==> config.mk <==
export PLATFORM = sky130hd
export DESIGN_NAME = nvs_write_seq
export DESIGN_NICKNAME = d
export VERILOG_FILES = /design/src/rtl/nvs_pkg.sv /design/src/rtl/nvs_op_timer.sv /design/src/rtl/nvs_load_buf.sv /design/src/rtl/nvs_prot_check.sv /design/src/rtl/nvs_write_seq.sv
export SDC_FILE = /design/constraint.sdc
export NUM_CORES = 1
export LEC_CHECK = 0
export BUFFER_PORTS_ARGS = -buffer_cell sky130_fd_sc_hd__buf_2
export CAP_MARGIN = 10
export CORE_MARGIN = 4
export CORE_UTILIZATION = 56
export DETAILED_ROUTE_END_ITERATION = 8
export GPL_TIMING_DRIVEN = 0
export PLACE_DENSITY = 0.78
export SYNTH_ARGS = -nofsm -noshare
export SYNTH_HDL_FRONTEND = slang
export SYNTH_HIERARCHICAL = 1
export SYNTH_SLANG_ARGS = --single-unit
==> constraint.sdc <==
create_clock -name clk -period 4.6 [get_ports clk]
set_input_delay 0.46 -clock clk [delete_from_list [all_inputs] [get_ports clk]]
set_output_delay 0.46 -clock clk [all_outputs]
set_load 0.02 [all_outputs]
==> src/rtl/nvs_pkg.sv <==
package nvs_pkg;
    typedef enum logic [1:0] {
        OP_SINGLE = 2'd0,
        OP_HALF   = 2'd1,
        OP_ERASE  = 2'd2,
        OP_RSVD   = 2'd3
    } nvs_op_e;

    typedef enum logic [1:0] {
        ST_IDLE  = 2'd0,
        ST_PROG  = 2'd1,
        ST_ERASE = 2'd2
    } nvs_state_e;
endpackage

==> src/rtl/nvs_op_timer.sv <==
module nvs_op_timer #(
    parameter int CNT_W = 8
) (
    input  logic             clk,
    input  logic             rst_n,
    input  logic             start,
    input  logic [CNT_W-1:0] load_val,
    output logic             done
);
    typedef struct packed {
        logic             run;
        logic [CNT_W-1:0] cnt;
    } tmr_t;

    tmr_t tmr_d, tmr_q;

    assign done = tmr_q.run && (tmr_q.cnt == '0);

    always_comb begin
        tmr_d = tmr_q;
        if (tmr_q.run) begin
            if (tmr_q.cnt != '0) tmr_d.cnt = tmr_q.cnt - 1'b1;
            else                 tmr_d.run = 1'b0;
        end
        if (start) begin
            tmr_d.run = 1'b1;
            tmr_d.cnt = load_val;
        end
    end

    always_ff @(posedge clk or negedge rst_n) begin
        if (!rst_n) tmr_q <= '0;
        else        tmr_q <= tmr_d;
    end

    AST_TIMER_NO_RESTART: assert property (@(posedge clk) disable iff (!rst_n)
        start |-> (!tmr_q.run || done));
endmodule

==> src/rtl/nvs_load_buf.sv <==
module nvs_load_buf #(
    parameter int ADDR_W   = 16,
    parameter int DATA_W   = 32,
    parameter int HP_WORDS = 4,
    localparam int IDX_W   = (HP_WORDS > 1) ? $clog2(HP_WORDS) : 1
) (
    input  logic                                clk,
    input  logic                                rst_n,
    input  logic                                push,
    input  logic                                clear,
    input  logic [ADDR_W-1:0]                   addr_in,
    input  logic [DATA_W-1:0]                   word_in,
    output logic [IDX_W-1:0]                    cnt,
    output logic [ADDR_W-1:0]                   base_addr,
    output logic [HP_WORDS-2:0][DATA_W-1:0]     words
);
    localparam logic [IDX_W-1:0] LAST_IDX = IDX_W'(HP_WORDS - 1);

    typedef struct packed {
        logic [IDX_W-1:0]                cnt;
        logic [ADDR_W-1:0]               base;
        logic [HP_WORDS-2:0][DATA_W-1:0] words;
    } buf_t;

    buf_t buf_d, buf_q;

    always_comb begin
        buf_d = buf_q;
        if (push) begin
            buf_d.words[buf_q.cnt] = word_in;
            if (buf_q.cnt == '0) buf_d.base = addr_in;
            buf_d.cnt = buf_q.cnt + 1'b1;
        end
        if (clear) buf_d.cnt = '0;
    end

    always_ff @(posedge clk or negedge rst_n) begin
        if (!rst_n) buf_q <= '0;
        else        buf_q <= buf_d;
    end

    assign cnt       = buf_q.cnt;
    assign base_addr = buf_q.base;
    assign words     = buf_q.words;

    AST_BUF_NO_OVERFLOW: assert property (@(posedge clk) disable iff (!rst_n)
        push |-> (buf_q.cnt < LAST_IDX));
endmodule

==> src/rtl/nvs_prot_check.sv <==
module nvs_prot_check #(
    parameter int SECT_W  = 3,
    localparam int NUM_SECT = 1 << SECT_W
) (
    input  logic [SECT_W-1:0]   sector,
    input  logic [NUM_SECT-1:0] prot_map,
    output logic                hit
);
    logic [NUM_SECT-1:0] sel;

    for (genvar s = 0; s < NUM_SECT; s++) begin : g_sect
        localparam logic [SECT_W-1:0] SID = SECT_W'(s);
        assign sel[s] = (sector == SID);
    end

    assign hit = |(sel & prot_map);
endmodule

==> src/rtl/nvs_write_seq.sv <==
module nvs_write_seq
    import nvs_pkg::*;
#(
    parameter int ADDR_W       = 16,
    parameter int DATA_W       = 32,
    parameter int HP_WORDS     = 4,
    parameter int SECT_W       = 3,
    parameter int PROG_CYCLES  = 20,
    parameter int ERASE_CYCLES = 40,
    localparam int NUM_SECT    = 1 << SECT_W,
    localparam int IDX_W       = (HP_WORDS > 1) ? $clog2(HP_WORDS) : 1,
    localparam int MAX_CYC     = (PROG_CYCLES > ERASE_CYCLES) ? PROG_CYCLES : ERASE_CYCLES,
    localparam int CNT_W       = $clog2(MAX_CYC + 1),
    localparam int WIDE_W      = HP_WORDS * DATA_W
) (
    input  logic                clk,
    input  logic                rst_n,
    input  logic                wr_valid,
    input  logic [1:0]          wr_op,
    input  logic [ADDR_W-1:0]   wr_addr,
    input  logic [DATA_W-1:0]   wr_data,
    output logic                wr_ready,
    input  logic                cfg_valid,
    input  logic                cfg_sel,
    input  logic [NUM_SECT-1:0] cfg_wdata,
    output logic                cfg_ready,
    output logic                busy,
    output logic                erasing,
    output logic                held,
    output logic                wrp_err,
    output logic                nvm_start,
    output logic [1:0]          nvm_op,
    output logic [ADDR_W-1:0]   nvm_addr,
    output logic [WIDE_W-1:0]   nvm_wdata
);
    localparam logic [IDX_W-1:0] LAST_IDX   = IDX_W'(HP_WORDS - 1);
    localparam logic [CNT_W-1:0] PROG_LOAD  = CNT_W'(PROG_CYCLES - 1);
    localparam logic [CNT_W-1:0] ERASE_LOAD = CNT_W'(ERASE_CYCLES - 1);

    typedef struct packed {
        nvs_state_e          state;
        logic [NUM_SECT-1:0] prot;
        logic                err;
        logic                held;
        logic                start;
        nvs_op_e             op;
        logic [ADDR_W-1:0]   addr;
        logic [WIDE_W-1:0]   wdata;
    } seq_t;

    seq_t seq_d, seq_q;

    // datapath helpers
    logic                            tmr_done, tmr_start;
    logic [CNT_W-1:0]                tmr_load;
    logic                            buf_push, buf_clear;
    logic [IDX_W-1:0]                buf_cnt;
    logic [ADDR_W-1:0]               buf_base;
    logic [HP_WORDS-2:0][DATA_W-1:0] buf_words;
    logic [HP_WORDS-1:0][DATA_W-1:0] asm_words;
    logic                            beat_is_word, is_final, is_erase;
    logic [ADDR_W-1:0]               chk_addr;
    logic                            prot_hit, slot_free;
    logic                            acc, drop, launch_prog, launch_erase, cfg_acc;

    nvs_op_timer #(.CNT_W(CNT_W)) i_timer (
        .clk      (clk),
        .rst_n    (rst_n),
        .start    (tmr_start),
        .load_val (tmr_load),
        .done     (tmr_done)
    );

    nvs_load_buf #(.ADDR_W(ADDR_W), .DATA_W(DATA_W), .HP_WORDS(HP_WORDS)) i_buf (
        .clk       (clk),
        .rst_n     (rst_n),
        .push      (buf_push),
        .clear     (buf_clear),
        .addr_in   (wr_addr),
        .word_in   (wr_data),
        .cnt       (buf_cnt),
        .base_addr (buf_base),
        .words     (buf_words)
    );

    nvs_prot_check #(.SECT_W(SECT_W)) i_prot (
        .sector   (chk_addr[ADDR_W-1 -: SECT_W]),
        .prot_map (seq_q.prot),
        .hit      (prot_hit)
    );

    // burst image: buffered words followed by the beat on the bus
    for (genvar i = 0; i < HP_WORDS; i++) begin : g_asm
        if (i < HP_WORDS - 1) begin : g_buf
            assign asm_words[i] = buf_words[i];
        end else begin : g_bus
            assign asm_words[i] = wr_data;
        end
    end

    // beat classification
    always_comb begin
        beat_is_word = (buf_cnt != '0) || (wr_op == OP_HALF);
        is_erase     = !beat_is_word && (wr_op == OP_ERASE);
        is_final     = beat_is_word ? (buf_cnt == LAST_IDX) : !is_erase;
        chk_addr     = (buf_cnt != '0) ? buf_base : wr_addr;
        slot_free    = (seq_q.state == ST_IDLE) || ((seq_q.state == ST_PROG) && tmr_done);
    end

    // acceptance decision
    always_comb begin
        if (seq_q.state == ST_ERASE) wr_ready = 1'b0;
        else if (is_erase)           wr_ready = (seq_q.state == ST_IDLE);
        else if (!is_final)          wr_ready = 1'b1;
        else if (prot_hit)           wr_ready = 1'b1;
        else                         wr_ready = slot_free;

        cfg_ready    = (seq_q.state != ST_ERASE) && (buf_cnt == '0);
        acc          = wr_valid && wr_ready;
        cfg_acc      = cfg_valid && cfg_ready;
        buf_push     = acc && beat_is_word && !is_final;
        buf_clear    = acc && beat_is_word && is_final;
        drop         = acc && is_final && prot_hit;
        launch_prog  = acc && is_final && !prot_hit;
        launch_erase = acc && is_erase;
        tmr_start    = launch_prog || launch_erase;
        tmr_load     = launch_erase ? ERASE_LOAD : PROG_LOAD;
    end

    // next-state computation
    always_comb begin
        seq_d       = seq_q;
        seq_d.start = 1'b0;
        seq_d.held  = wr_valid && !wr_ready && is_final && !prot_hit &&
                      (seq_q.state == ST_PROG);

        if (tmr_done) seq_d.state = ST_IDLE;

        if (launch_prog) begin
            seq_d.state = ST_PROG;
            seq_d.start = 1'b1;
            seq_d.addr  = chk_addr;
            if (beat_is_word) begin
                seq_d.op    = OP_HALF;
                seq_d.wdata = asm_words;
            end else begin
                seq_d.op    = OP_SINGLE;
                seq_d.wdata = {{(WIDE_W - DATA_W){1'b0}}, wr_data};
            end
        end else if (launch_erase) begin
            seq_d.state = ST_ERASE;
            seq_d.start = 1'b1;
            seq_d.op    = OP_ERASE;
            seq_d.addr  = wr_addr;
            seq_d.wdata = '0;
        end

        if (cfg_acc) begin
            if (!cfg_sel)          seq_d.prot = cfg_wdata;
            else if (cfg_wdata[0]) seq_d.err  = 1'b0;
        end
        if (drop) seq_d.err = 1'b1;
    end

    always_ff @(posedge clk or negedge rst_n) begin
        if (!rst_n) seq_q <= '0;
        else        seq_q <= seq_d;
    end

    assign busy      = (seq_q.state != ST_IDLE);
    assign erasing   = (seq_q.state == ST_ERASE);
    assign held      = seq_q.held;
    assign wrp_err   = seq_q.err;
    assign nvm_start = seq_q.start;
    assign nvm_op    = seq_q.op;
    assign nvm_addr  = seq_q.addr;
    assign nvm_wdata = seq_q.wdata;

    AST_ERASE_NO_WRITE: assert property (@(posedge clk) disable iff (!rst_n)
        erasing |-> !(wr_valid && wr_ready));
    AST_ERASE_NO_CFG: assert property (@(posedge clk) disable iff (!rst_n)
        erasing |-> !(cfg_valid && cfg_ready));
    AST_ERASE_FROM_IDLE: assert property (@(posedge clk) disable iff (!rst_n)
        (nvm_start && (nvm_op == 2'd2)) |-> !$past(busy));
    AST_HELD_BUSY: assert property (@(posedge clk) disable iff (!rst_n)
        held |-> busy);
    AST_HOLD_NO_GAP: assert property (@(posedge clk) disable iff (!rst_n)
        held |=> busy);
    AST_DROP_KEEPS_BUSY: assert property (@(posedge clk) disable iff (!rst_n)
        (drop && !tmr_done) |=> (busy == $past(busy)));
    AST_ERR_STICKY: assert property (@(posedge clk) disable iff (!rst_n)
        (wrp_err && !(cfg_valid && cfg_ready && cfg_sel && cfg_wdata[0])) |=> wrp_err);
endmodule

Word-level counts from Yosys, hierarchy flattened
Cells that the tools add are included.
- register bits after elaboration: 280
- bits in latches: 0
- bits in writable memories: 0
- memory bits (read-only): 0
- input bits: 63
- output and inout port bits: 153
- word-level logic and storage cells: 108
- memories kept: 0
- add/sub/neg operators: 2
- $mul: 0
- divide/modulo/power cells: 0
- magnitude comparators: 2
- eq/ne operators: 13
- shift-type cells: 0
- multiplexer cells: 28
- bitwise logic cells: 2
- reductions and logical operators: 46
- operators by type and width (operator ; count):
    147-bit 2-to-1 mux ; 2
    128-bit 2-to-1 mux ; 1
    114-bit 2-to-1 mux ; 1
    96-bit bitwise mux ; 1
    32-bit demux with 2-bit select ; 1
    16-bit 2-to-1 mux ; 2
    32-bit 2-to-1 mux ; 1
    1-bit logical AND ; 18
    2-bit nonzero test ; 9
    7-bit 2-to-1 mux ; 2
    3-bit equality test (second input constant) ; 4
    6-bit 2-to-1 mux ; 2
    1-bit 2-to-1 mux ; 11
    8-bit bitwise AND ; 1
    2-bit 2-to-1 mux ; 4
    8-bit OR reduction ; 1
    2-bit equality test (second input constant) ; 3
    3-bit by 2-bit equality test with 1-bit output (second input constant) ; 2
    6-bit zero test ; 1
    2-bit AND reduction ; 3
    6-bit nonzero test ; 1
    6-bit by 1-bit subtractor with 6-bit output (second input constant) ; 1
    1-bit zero test ; 5
    2-bit by 1-bit equality test with 1-bit output (second input constant) ; 2
    11 further kinds ; 14

Logic depth before layout (Yosys ltp)
Gate-level depths: netlist (run 1).
- word-level depth: 15
- depth in mapped cells: 16

Cells and area by module
Netlist (run 1), hierarchy kept.
- modules (own cells, without submodules) (module ; instances ; cells an instance ; area an instance (µm²) ; seq. area each (µm²)):
    nvs_write_seq ; 1 ; 625 ; 7442.1 ; 3978.8
    nvs_load_buf ; 1 ; 252 ; 4401.7 ; 2852.7
    nvs_op_timer ; 1 ; 51 ; 488.0 ; 175.2
    nvs_prot_check ; 1 ; 3 ; 63.8 ; 0.0

Worst setup path before layout (run 1)
No wires, ideal clock.
- kind: register to register
- start: reg i_buf.buf_q, in the netlist i_buf/cnt[1]
- end: reg i_timer/tmr_q[5] (netlist bit)
- library setup time: 0.124 ns
- arrival time: 3.499 ns
- setup slack: 0.977 ns
- stages on the path, launching flop included: 16
- path buffers: 4
- path through: dfrtp_1 nor2_1 mux2_2 mux4_1 mux2_2 nand2b_1 o31ai_4 o211ai_2 and2_1 buf_6 buf_6 buf_6 inv_1 buf_12 or2b_1 o31a_1
- cells in the longest elaborated chain, start to end: 15
- RTL lines (what ; line ; RTL):
    start, declared ; nvs_load_buf.sv:25 ; buf_t buf_d, buf_q;
    start signal, assigned ; nvs_load_buf.sv:39 ; else buf_q <= buf_d;
    2-bit nonzero test * ; nvs_write_seq.sv:106 ; chk_addr = (buf_cnt != '0) ? buf_base : wr_addr;
    16-bit 2-to-1 mux * ; nvs_write_seq.sv:106 ;
    named net chk_addr[14] ; nvs_write_seq.sv:62 ; logic [ADDR_W-1:0] chk_addr;
    3-bit by 1-bit equality test with 1-bit output, or another cell as far along ; nvs_prot_check.sv:13 ; assign sel[s] = (sector == SID);
    8-bit bitwise AND * ; nvs_prot_check.sv:16 ; assign hit = |(sel & prot_map);
    8-bit OR reduction * ; nvs_prot_check.sv:16 ;
    named net prot_hit ; nvs_write_seq.sv:63 ; logic prot_hit, slot_free;
    1-bit 2-to-1 mux ; nvs_write_seq.sv:115 ; else if (prot_hit) wr_ready = 1'b1;
    1-bit 2-to-1 mux ; nvs_write_seq.sv:114 ; else if (!is_final) wr_ready = 1'b1;
    1-bit 2-to-1 mux ; nvs_write_seq.sv:113 ; else if (is_erase) wr_ready = (seq_q.state == ST_IDLE);
    1-bit 2-to-1 mux ; nvs_write_seq.sv:112 ; if (seq_q.state == ST_ERASE) wr_ready = 1'b0;
    1-bit logical AND ; nvs_write_seq.sv:119 ; acc = wr_valid && wr_ready;
    1-bit logical AND (2 in a row) ; nvs_write_seq.sv:124 ; launch_prog = acc && is_final && !prot_hit;
    1-bit logical OR ; nvs_write_seq.sv:126 ; tmr_start = launch_prog || launch_erase;
    2-bit nonzero test (no source line) ; -- ;
    2-bit AND reduction (no source line) ; -- ;
    end signal, assigned ; nvs_op_timer.sv:33 ; else tmr_q <= tmr_d;
    end, declared ; nvs_op_timer.sv:15 ; tmr_t tmr_d, tmr_q;
The timed path passes the listed nets; every way through them passes the cells marked *.
A chain may end at the register's enable or synchronous reset.

Worst setup path in the final report (run 1)
- start: reg i_buf.buf_q, in the netlist i_buf/cnt[1]
- end: reg i_timer/tmr_q[0] (netlist bit)
- cells in the longest elaborated chain, start to end: 15
- RTL lines (what ; line):
    2-bit nonzero test * ; nvs_write_seq.sv:106
    16-bit 2-to-1 mux * ; nvs_write_seq.sv:106
    named net chk_addr[14] ; nvs_write_seq.sv:62
    3-bit by 1-bit equality test with 1-bit output, or another cell as far along ; nvs_prot_check.sv:13
    8-bit bitwise AND * ; nvs_prot_check.sv:16
    8-bit OR reduction * ; nvs_prot_check.sv:16
    named net prot_hit ; nvs_write_seq.sv:63
    1-bit 2-to-1 mux ; nvs_write_seq.sv:115
    1-bit 2-to-1 mux ; nvs_write_seq.sv:114
    1-bit 2-to-1 mux ; nvs_write_seq.sv:113
    1-bit 2-to-1 mux ; nvs_write_seq.sv:112
    1-bit logical AND ; nvs_write_seq.sv:119
    1-bit logical AND (2 in a row) ; nvs_write_seq.sv:124
    1-bit logical OR * ; nvs_write_seq.sv:126
    2-bit nonzero test (no source line) ; --
    2-bit AND reduction (no source line) ; --
Marks and branches as above.

==> results of run 1 <==
[routing by layer]
metal | global-route usage (%) | wire (um) | share of wire, %
met5 | 0 | 0 | 0
met4 | 5.33 | 435 | 1.5
met3 | 3.79 | 1570 | 5.5
met2 | 37.9 | 14000 | 49
met1 | 33.5 | 12800 | 45
[cells by family (layout without fill, tap and decap cells)]
logic type	count (synthesis)	after routing	synth area share (%)
fa+ha+maj	7	7	0.707
compound gates	168	168	10.9
xor+xnor	2	2	0.141
mux	159	159	15.0
other cells	2	4	0.0606
buf+inv	209	474	11.9
simple gates	104	104	4.73
flops	280	280	56.5
[metrics by stage]
step	hold WS (ns)	setup WS, ns	utilization (%)
after floorplan	0.164	0.977	-
after global placement	0.466	-2.01	63.4
after detailed placement	0.474	0.141	63.7
after CTS	0.0618	0.116	67.9
after global routing	0.110	0.136	67.9
final	0.0408	0.318	67.9
[how the worst max path moves through the flow]
stage                                   startpoint                      endpoint  slack (ns)  cells after the start
after floorplan           i_buf/cnt[1]$_DFFE_PN0P_  i_timer/tmr_q[5]$_DFFE_PN0P_        0.98                     15
after global placement                       rst_n     nvm_wdata[98]$_DFFE_PN0P_       -2.01                      1
after detailed placement  i_buf/cnt[1]$_DFFE_PN0P_     nvm_wdata[69]$_DFFE_PN0P_        0.14                     10
after CTS                 i_buf/cnt[1]$_DFFE_PN0P_     nvm_wdata[78]$_DFFE_PN0P_        0.12                     10
after global routing      i_buf/cnt[1]$_DFFE_PN0P_  i_timer/tmr_q[0]$_DFFE_PN0P_        0.14                     16
final                     i_buf/cnt[1]$_DFFE_PN0P_  i_timer/tmr_q[0]$_DFFE_PN0P_        0.32                     16
[layout make-up]
type	instances	share of cell area, %
clock inverter	6	0.565
buffer	197	9.70
inverter	12	0.304
sequential	280	47.3
multi-input combinational	443	26.4
timing repair buffer	217	7.70
tap	280	2.36
antenna	1	0.0169
clock buffer	42	5.70
[cells in the final DEF, fill, tap and decap left out, drive strengths merged, types with 16 or more instances in the layout]
master	count
a22o	96
o21ai	37
mux2i	33
buf	394
dfrtp	280
a221o	16
clkbuf	62
nand2	18
mux2	124
nand3	35
[synthesized netlist by cell type (2+ instances only)]
cell        n
a21o_1      2
a221o_1    16
a22o_1     96
and2_1     14
and3_1      2
buf_1       3
buf_2       9
buf_4     150
buf_6      14
clkbuf_1   20
conb_1      2
dfrtp_1   280
ha_1        7
inv_1      12
mux2_2    104
mux2_4     20
mux2i_1    33
mux4_1      2
nand2_1    15
nand2_2     2
nand2b_1    4
nand3_1    35
nand4b_1    2
nor2_1      9
nor2b_1     6
nor4_1      2
nor4b_1     2
o211ai_1    2
o21ai_0    37
[where the power goes]
| group | switching, mW | total (mW) | internal [mW] |
|---|---|---|---|
| combinational | 2.39 | 4.86 | 2.48 |
| clock | 0.913 | 2.28 | 1.37 |
| sequential | 0.632 | 4.21 | 3.57 |
| total | 3.93 | 11.4 | 7.42 |
[timing repair]
item	in CTS	in global routing
endpoints found under the setup margin	0	30
setup buffers	0	0
gates resized for setup	0	4
==> metrics.cfg, run 1 <==
[timing]
finalCritPeriodShare_pct=93.1
hold_violations=0
setup_viol=0
slew_headroom_pct=39.2
rsz0062_at_grt=false
tightest_slew_ns=0.912
fin_worst_skew_ns=0.0200
fin_setup_tns_ns=0
fmax_mhz=234
slew_violations=0
min_period_ns=4.28

[die]
die_y_um=157
core_mm2=0.0218
rows=54
start_util_pct=56.8
dieArea_mm2=0.0246
fp.dieW_um=157
ioPinCount=216

[power_and_ir_drop]
power_density_mw_per_mm2=766
vdd_drop_max_uv=421
power.total_mw=11.4
p_leak_nw=7.73

[setup_path]
timing.rr.start=i_buf/cnt[1]$_DFFE_PN0P_
r2r_end=i_timer/tmr_q[0]$_DFFE_PN0P_
path_common_cell=buf_6
reg2reg_depth=16
path_buf_inv=6
endpoint_kind=flip-flop
crit_arrival_ns=4.67
required_ns=4.99
crit_fanout=10
critPathKind=reg -> reg
max_stage_delay_ns=0.50
startpoint_type=flip-flop
crit_slowest_cell=dfrtp_1
path_cells=nor2_1, mux2_2, mux4_1, mux2_2, nand2b_1, o31ai_4, o211ai_2, and2_1, buf_6, buf_6, buf_6, inv_1, buf_12, inv_1, o2111ai_1, o211ai_1
r2r_slack_ns=0.32
cp_top_family=multiplexers

[synthesis]
syn_area_per_cell_um2=13.3
asyncSetResetFlopFracSynth_pct=100
synth_cell_types=58
synth_top_cell_area_share_pct=56.5
synth_edf_count=0
synth_area_leader_cell=dfrtp_1
ys_ff_latch=280
synth_flop_cell=dfrtp_1
syn_area_mm2=0.0124
yosysWarningCount=6
synth_area_leaders=dfrtp_1, mux2_2, buf_4
synth_cells=931
ys_seq_area_share_pct=56.5

[global_route]
grt_usage_pct=23.3
grt_pass1_vias=8184
grt-ovfl-total=0
grt_max_degree=124
grt_pass1_wl_mm=45.4
antenna_found_initial=1

[clock_tree]
cts_tree=built
clockRootBuffer=clkbuf_16
h-tree-depth=1
holdBufCountCts=0
cts_buffers=28
clockBufferDepth=3
path_clk_slew_ns=0.06
clk_latency_ns=0.53
numClockSinks=280

[detailed_routing]
via_per_inst=5.43
initialDrtViolationCount=460
wl_mm=28.8
firstDrtPassIters=4
vias=8020
ant_nets=0
post-route-drc-count=0
wl_per_cell_um=19.5

[cells_and_area]
nFillCells=1672
multi_input_area_mm2=0.00391
nets=1249
drive_gt1_share_pct=47.4
stdcell_count=1478
regArea_mm2=0.00701
design_area_mm2=0.0148
syn_to_final_growth_pct=19.6

[status]
status=finished, final reports clean

[placement]
dpl.hpwl_mm=20.1
dp.cells=1429
place_area_mm2=0.0139
gp_congestion=0.772
port_buffers=215

[min_path]
hold_path_class=in -> async

[job]
cap_violations=0

(Power assumes the default switching activity.)
==> inputs of run 2 (changes only) <==
Settings changed: GPL_TIMING_DRIVEN 0 to default, RECOVER_POWER from default to 25.
==> run 2 against run 1 <==
The run now ends with max-capacitance violations, max-slew violations left. Maximum frequency up 6.9%. Clock power increased by 6%. Worst setup slack improved by 0.28 ns. Non-clock buffer count shrank 187. Worst hold slack better by 0.12 ns. First-iteration DRC count down 20%. Critical path type unchanged.
==> metrics.cfg, run 2 (synthesis results as in run 1) <==
[global_route]
grt_usage_pct=20.7
grt_pass1_vias=7534
antenna_found_initial=0
grt-ovfl-total=0
grt_max_degree=134
grt_pass1_wl_mm=41.1

[setup_path]
startpoint_type=flip-flop
r2r_end=i_timer/tmr_q[3]$_DFFE_PN0P_
required_ns=5.01
crit_slowest_cell=and2_4
max_stage_delay_ns=0.61
crit_arrival_ns=4.42
endpoint_kind=flip-flop
reg2reg_depth=11
path_cells=nor2_1, mux2_2, mux4_1, mux2_2, a21o_1, o211ai_4, and2_4, inv_1, inv_1, o21ai_0, o22a_1
timing.rr.start=i_buf/cnt[1]$_DFFE_PN0P_
r2r_slack_ns=0.59
cp_top_family=multiplexers
path_buf_inv=2
crit_fanout=55
critPathKind=reg -> reg

[clock_tree]
cts_post_setup_buffers_inserted=0
numClockSinks=280
path_clk_slew_ns=0.06
holdBufCountCts=0
h-tree-depth=1
cts_buffers=29
clockRootBuffer=clkbuf_16
clk_latency_ns=0.54
post_cts_resized=0
clockBufferDepth=3
cts_tree=built

[detailed_routing]
via_per_inst=5.61
ant_nets=0
firstDrtPassIters=5
post-route-drc-count=0
initialDrtViolationCount=367
vias=7261
wl_per_cell_um=19.7
wl_mm=25.5

[timing]
rsz0062_at_grt=false
fin_ws_ns=0.593
fin_setup_tns_ns=0
slew_violations=133
slew_headroom_pct=-120
tightest_slew_ns=3.30
setup_viol=0
hold_violations=0
hold_slack_ns=0.163
fin_worst_skew_ns=0.0151
fmax_mhz=250
min_period_ns=4.01
finalCritPeriodShare_pct=87.1

[placement]
port_buffers=215
dpl.hpwl_mm=16.1
place_ws_ns=0.609
gp_congestion=0.830

[cells_and_area]
drive_gt1_share_pct=40.5
nets=1063
syn_to_final_growth_pct=9.26
final_cell_mix=dfrtp_1, buf_2, mux2_2
final_common_cell=dfrtp_1
antenna_cells=0
nFillCells=1694

[power_and_ir_drop]
p_leak_nw=6.90
power.total_mw=10.6
power_density_mw_per_mm2=779
vdd_drop_max_uv=419

[min_path]
min_from=cfg_wdata[7]
hold_path_class=in -> reg
min_to=seq_q[156]$_DFFE_PN0P_
worstHoldPathCells=2

[die]
dieArea_mm2=0.0246
core_mm2=0.0218
start_util_pct=56.8
die_y_um=157
fp.dieW_um=157
rows=54
ioPinCount=216

[status]
violations=max-capacitance violations, max-slew violations
status=finished with violations

[job]
cap_violations=1

run 2: cell types whose count changed in the layout (fill, tap and decap cells not counted), sizes merged:
| cell | delta |
|---|---|
| buf | -169 |
| clkbuf | -17 |
| clkinv | +2 |
| bufinv | +1 |
| diode | -1 |
| inv | +1 |
run 2: how the worst max path moves through the flow:
stage / cells past startpoint / endpoint / startpoint / slack (ns)
detailed placement: 11 / i_timer/tmr_q[3]$_DFFE_PN0P_ / i_buf/cnt[1]$_DFFE_PN0P_ / 0.61
finish: 11 / i_timer/tmr_q[3]$_DFFE_PN0P_ / i_buf/cnt[1]$_DFFE_PN0P_ / 0.59
global placement: 11 / i_timer/tmr_q[3]$_DFFE_PN0P_ / i_buf/cnt[1]$_DFFE_PN0P_ / 0.75
floorplan: 15 / i_timer/tmr_q[5]$_DFFE_PN0P_ / i_buf/cnt[1]$_DFFE_PN0P_ / 0.98
CTS: 11 / i_timer/tmr_q[3]$_DFFE_PN0P_ / i_buf/cnt[1]$_DFFE_PN0P_ / 0.59
global route: 11 / i_timer/tmr_q[3]$_DFFE_PN0P_ / i_buf/cnt[0]$_DFFE_PN0P_ / 0.28
run 2: area by class of cell:
| class | count | area (um^2) | share of cell area [%] |
|---|---|---|---|
| Inverter | 12 | 45.0 | 0.333 |
| Timing Repair Buffer | 227 | 1200 | 8.87 |
| Clock buffer | 43 | 868 | 6.41 |
| Tap cell | 280 | 350 | 2.59 |
| Clock inverter | 10 | 133 | 0.979 |
| Multi-Input combinational cell | 443 | 3940 | 29.1 |
| Sequential cell | 280 | 7010 | 51.7 |
run 2: worst reg2reg max path, cell delays in order, from the launching register on:
cell and delay (ns):
dfrtp_1 0.47, nor2_1 0.37, mux2_2 0.42, mux4_1 0.46
mux2_2 0.32, a21o_1 0.21, o211ai_4 0.17, and2_4 0.61
inv_1 0.32, inv_1 0.26, o21ai_0 0.12, o22a_1 0.17
run 2: where the power goes:
part | switching, mW | leakage (nW) | internal [mW]
clock | 0.943 | 0.499 | 1.47
combinational | 2.14 | 2.88 | 1.81
sequential | 0.615 | 3.53 | 3.57
total | 3.70 | 6.90 | 6.85
run 2: layer usage:
layer / global-route usage [%] / share of wire, % / up-vias
li1: - / - / 3326
met1: 28.3 / 43 / 3715
met2: 34.2 / 49 / 190
met3: 4.84 / 7.2 / 30
met4: 4.13 / 1.5 / 0
met5: 0 / 0 / -
run 2: metrics by stage:
stage | cell area (um^2) | utilization [%] | cells
after floorplan | 12400 | - | 932
after global placement | 12600 | 57.5 | 1242
after detailed placement | 12600 | 57.5 | 1242
after CTS | 13600 | 62.1 | 1295
after global routing | 13500 | 62.1 | 1295
final | 13500 | 62.1 | 1295
==> inputs of run 3 (changes only) <==
Settings changed: CORE_ASPECT_RATIO from default to 1.2.
==> run 3 against run 2 <==
The run still ends with max-capacitance violations, max-slew violations left. Final cell count is 0.62% lower. Final area decreased by 1.7%. Power down 2.5%. Largest cell class unchanged. Combinational power shrank 2%.
==> metrics.cfg, run 3 (synthesis results as in run 1) <==
[status]
status=finished with violations
violations=max-capacitance violations, max-slew violations

[power_and_ir_drop]
vdd_drop_max_uv=482
pwr-share-clk_pct=21.5
switching_power_mw=3.69
sw_frac_of_total_pct=35.9
intPower_mw=6.60
p_leak_nw=6.54
power.total_mw=10.3
power_density_mw_per_mm2=773
power_frac_seq_pct=40.9
combPwrFrac_pct=37.6

[setup_path]
endpoint_kind=flip-flop
crit_fanout=48
crit_slowest_cell=and2_4
path_depth=11
max_stage_delay_ns=0.55
crit_start=i_buf/cnt[1]$_DFFE_PN0P_
required_ns=5.02
cp_top_family=multiplexers
timing.rr.start=i_buf/cnt[1]$_DFFE_PN0P_
startpoint_type=flip-flop
setup.worst_path.end=i_timer/tmr_q[3]$_DFFE_PN0P_
path_buf_inv=2
r2r_slack_ns=0.60
r2r_end=i_timer/tmr_q[3]$_DFFE_PN0P_
critPathKind=reg -> reg
crit_arrival_ns=4.42
path_cells=nor2_1, mux2_2, mux4_1, mux2_2, a21o_1, o211ai_4, and2_4, inv_1, inv_1, o21ai_0, o22a_1
reg2reg_depth=11

[timing]
hold_violations=0
fin_worst_skew_ns=0.0143
fin_ws_ns=0.601
setup_viol=0
fin_setup_tns_ns=0
hold_slack_ns=0.168
fmax_mhz=250
min_period_ns=4.00
tightest_slew_ns=2.58
slew_violations=106
finalCritPeriodShare_pct=86.9
slew_headroom_pct=-72.1
rsz0062_at_grt=false

[clock_tree]
path_clk_slew_ns=0.07
h-tree-depth=1
clk_latency_ns=0.53
numClockSinks=280
cts_tree=built
clockBufferDepth=3
post_cts_resized=0
cts_buffers=27
clockRootBuffer=clkbuf_16

[cells_and_area]
antenna_cells=0
nets=1062
drive_gt1_share_pct=32.7
syn_to_final_growth_pct=7.37
regArea_mm2=0.00701
stdcell_count=1287
final_cell_mix=dfrtp_1, buf_2, mux2_2
final_common_cell=dfrtp_1
nFillCells=1730
multi_input_area_mm2=0.00395

[die]
ioPinCount=216
fp.dieW_um=144
dieArea_mm2=0.0246
start_util_pct=57.1
die_y_um=171
core_mm2=0.0217
rows=59

[detailed_routing]
wl_per_cell_um=19.7
post-route-drc-count=0
wl_mm=25.3
vias=7222
firstDrtPassIters=4
ant_nets=0
initialDrtViolationCount=294
via_per_inst=5.61

[global_route]
grt_max_degree=106
grt_usage_pct=20.2
grt-ovfl-total=0
grt_pass1_wl_mm=40.1
antenna_found_initial=0
grt_pass1_vias=7467

[placement]
gp_congestion=0.827
dp.cells=1235
port_buffers=215
place_ws_ns=0.154
dpl.hpwl_mm=16.0

[job]
cap_violations=1

[min_path]
hold_path_class=in -> reg

run 3: cell types whose count changed in the layout (fill, tap and decap cells not counted), sizes merged:
| cell | previous run | this run |
|---|---|---|
| buf | 225 | 148 |
| clkbuf | 45 | 116 |
| clkinv | 5 | 7 |
| clkinvlp | 0 | 2 |
| and2 | 14 | 15 |
| bufinv | 3 | 2 |
| dlygate4sd3 | 0 | 1 |
| inv | 14 | 13 |
run 3: worst min-delay path by stage:
stage | start | to | depth (start not counted)
floorplan | rst_n | held$_DFF_PN0_ | 0
global placement | nvm_op[0]$_DFFE_PN0P_ | nvm_op[0]$_DFFE_PN0P_ | 1
detailed placement | nvm_op[0]$_DFFE_PN0P_ | nvm_op[0]$_DFFE_PN0P_ | 1
CTS | cfg_wdata[1] | seq_q[150]$_DFFE_PN0P_ | 2
global route | cfg_wdata[7] | seq_q[156]$_DFFE_PN0P_ | 2
finish | cfg_wdata[6] | seq_q[155]$_DFFE_PN0P_ | 2
run 3: power by group through the flow:
stage	Clock, mW	Sequential (mW)	Combinational, mW
after floorplan	0	4.04	3.69
after global placement	0	4.17	3.87
after detailed placement	0	4.22	3.98
after CTS	2.26	4.19	3.98
after global routing	2.38	4.34	4.22
final	2.21	4.20	3.87
run 3: layer usage:
layer  wire, um  global-route usage [%]  vias to the layer above  part of all wire (%)
met2      12300                    33.5                      199                    49
met1      10900                    27.1                     3679                    43
met3       1630                    4.56                       35                   6.4
li1           -                       -                     3309                     -
met5          0                       0                        -                     0
met4        486                    5.65                        0                   1.9
run 3: what timing repair did:
item | 4_1_cts | 5_1_grt
hold endpoints to repair | 30 | 0
setup buffers | 0 | 0
endpoints found under the setup margin | 0 | 5
hold buffers | 1 | 0
run 3: layout make-up:
class	instances	share of cell area, %
Sequential cell	280	52.6
Multi-Input combinational cell	444	29.7
Timing Repair Buffer	227	8.06
Clock buffer	38	5.84
Tap cell	274	2.58
Clock inverter	12	0.893
Inverter	12	0.338
run 3: stage by stage:
step           area [um^2]  util (%)
2_1_floorplan        12400         -
3_3_place_gp         12500      57.6
3_5_place_dp         12500      57.6
4_1_cts              13400      61.8
5_1_grt              13300      61.3
6_report             13300      61.3
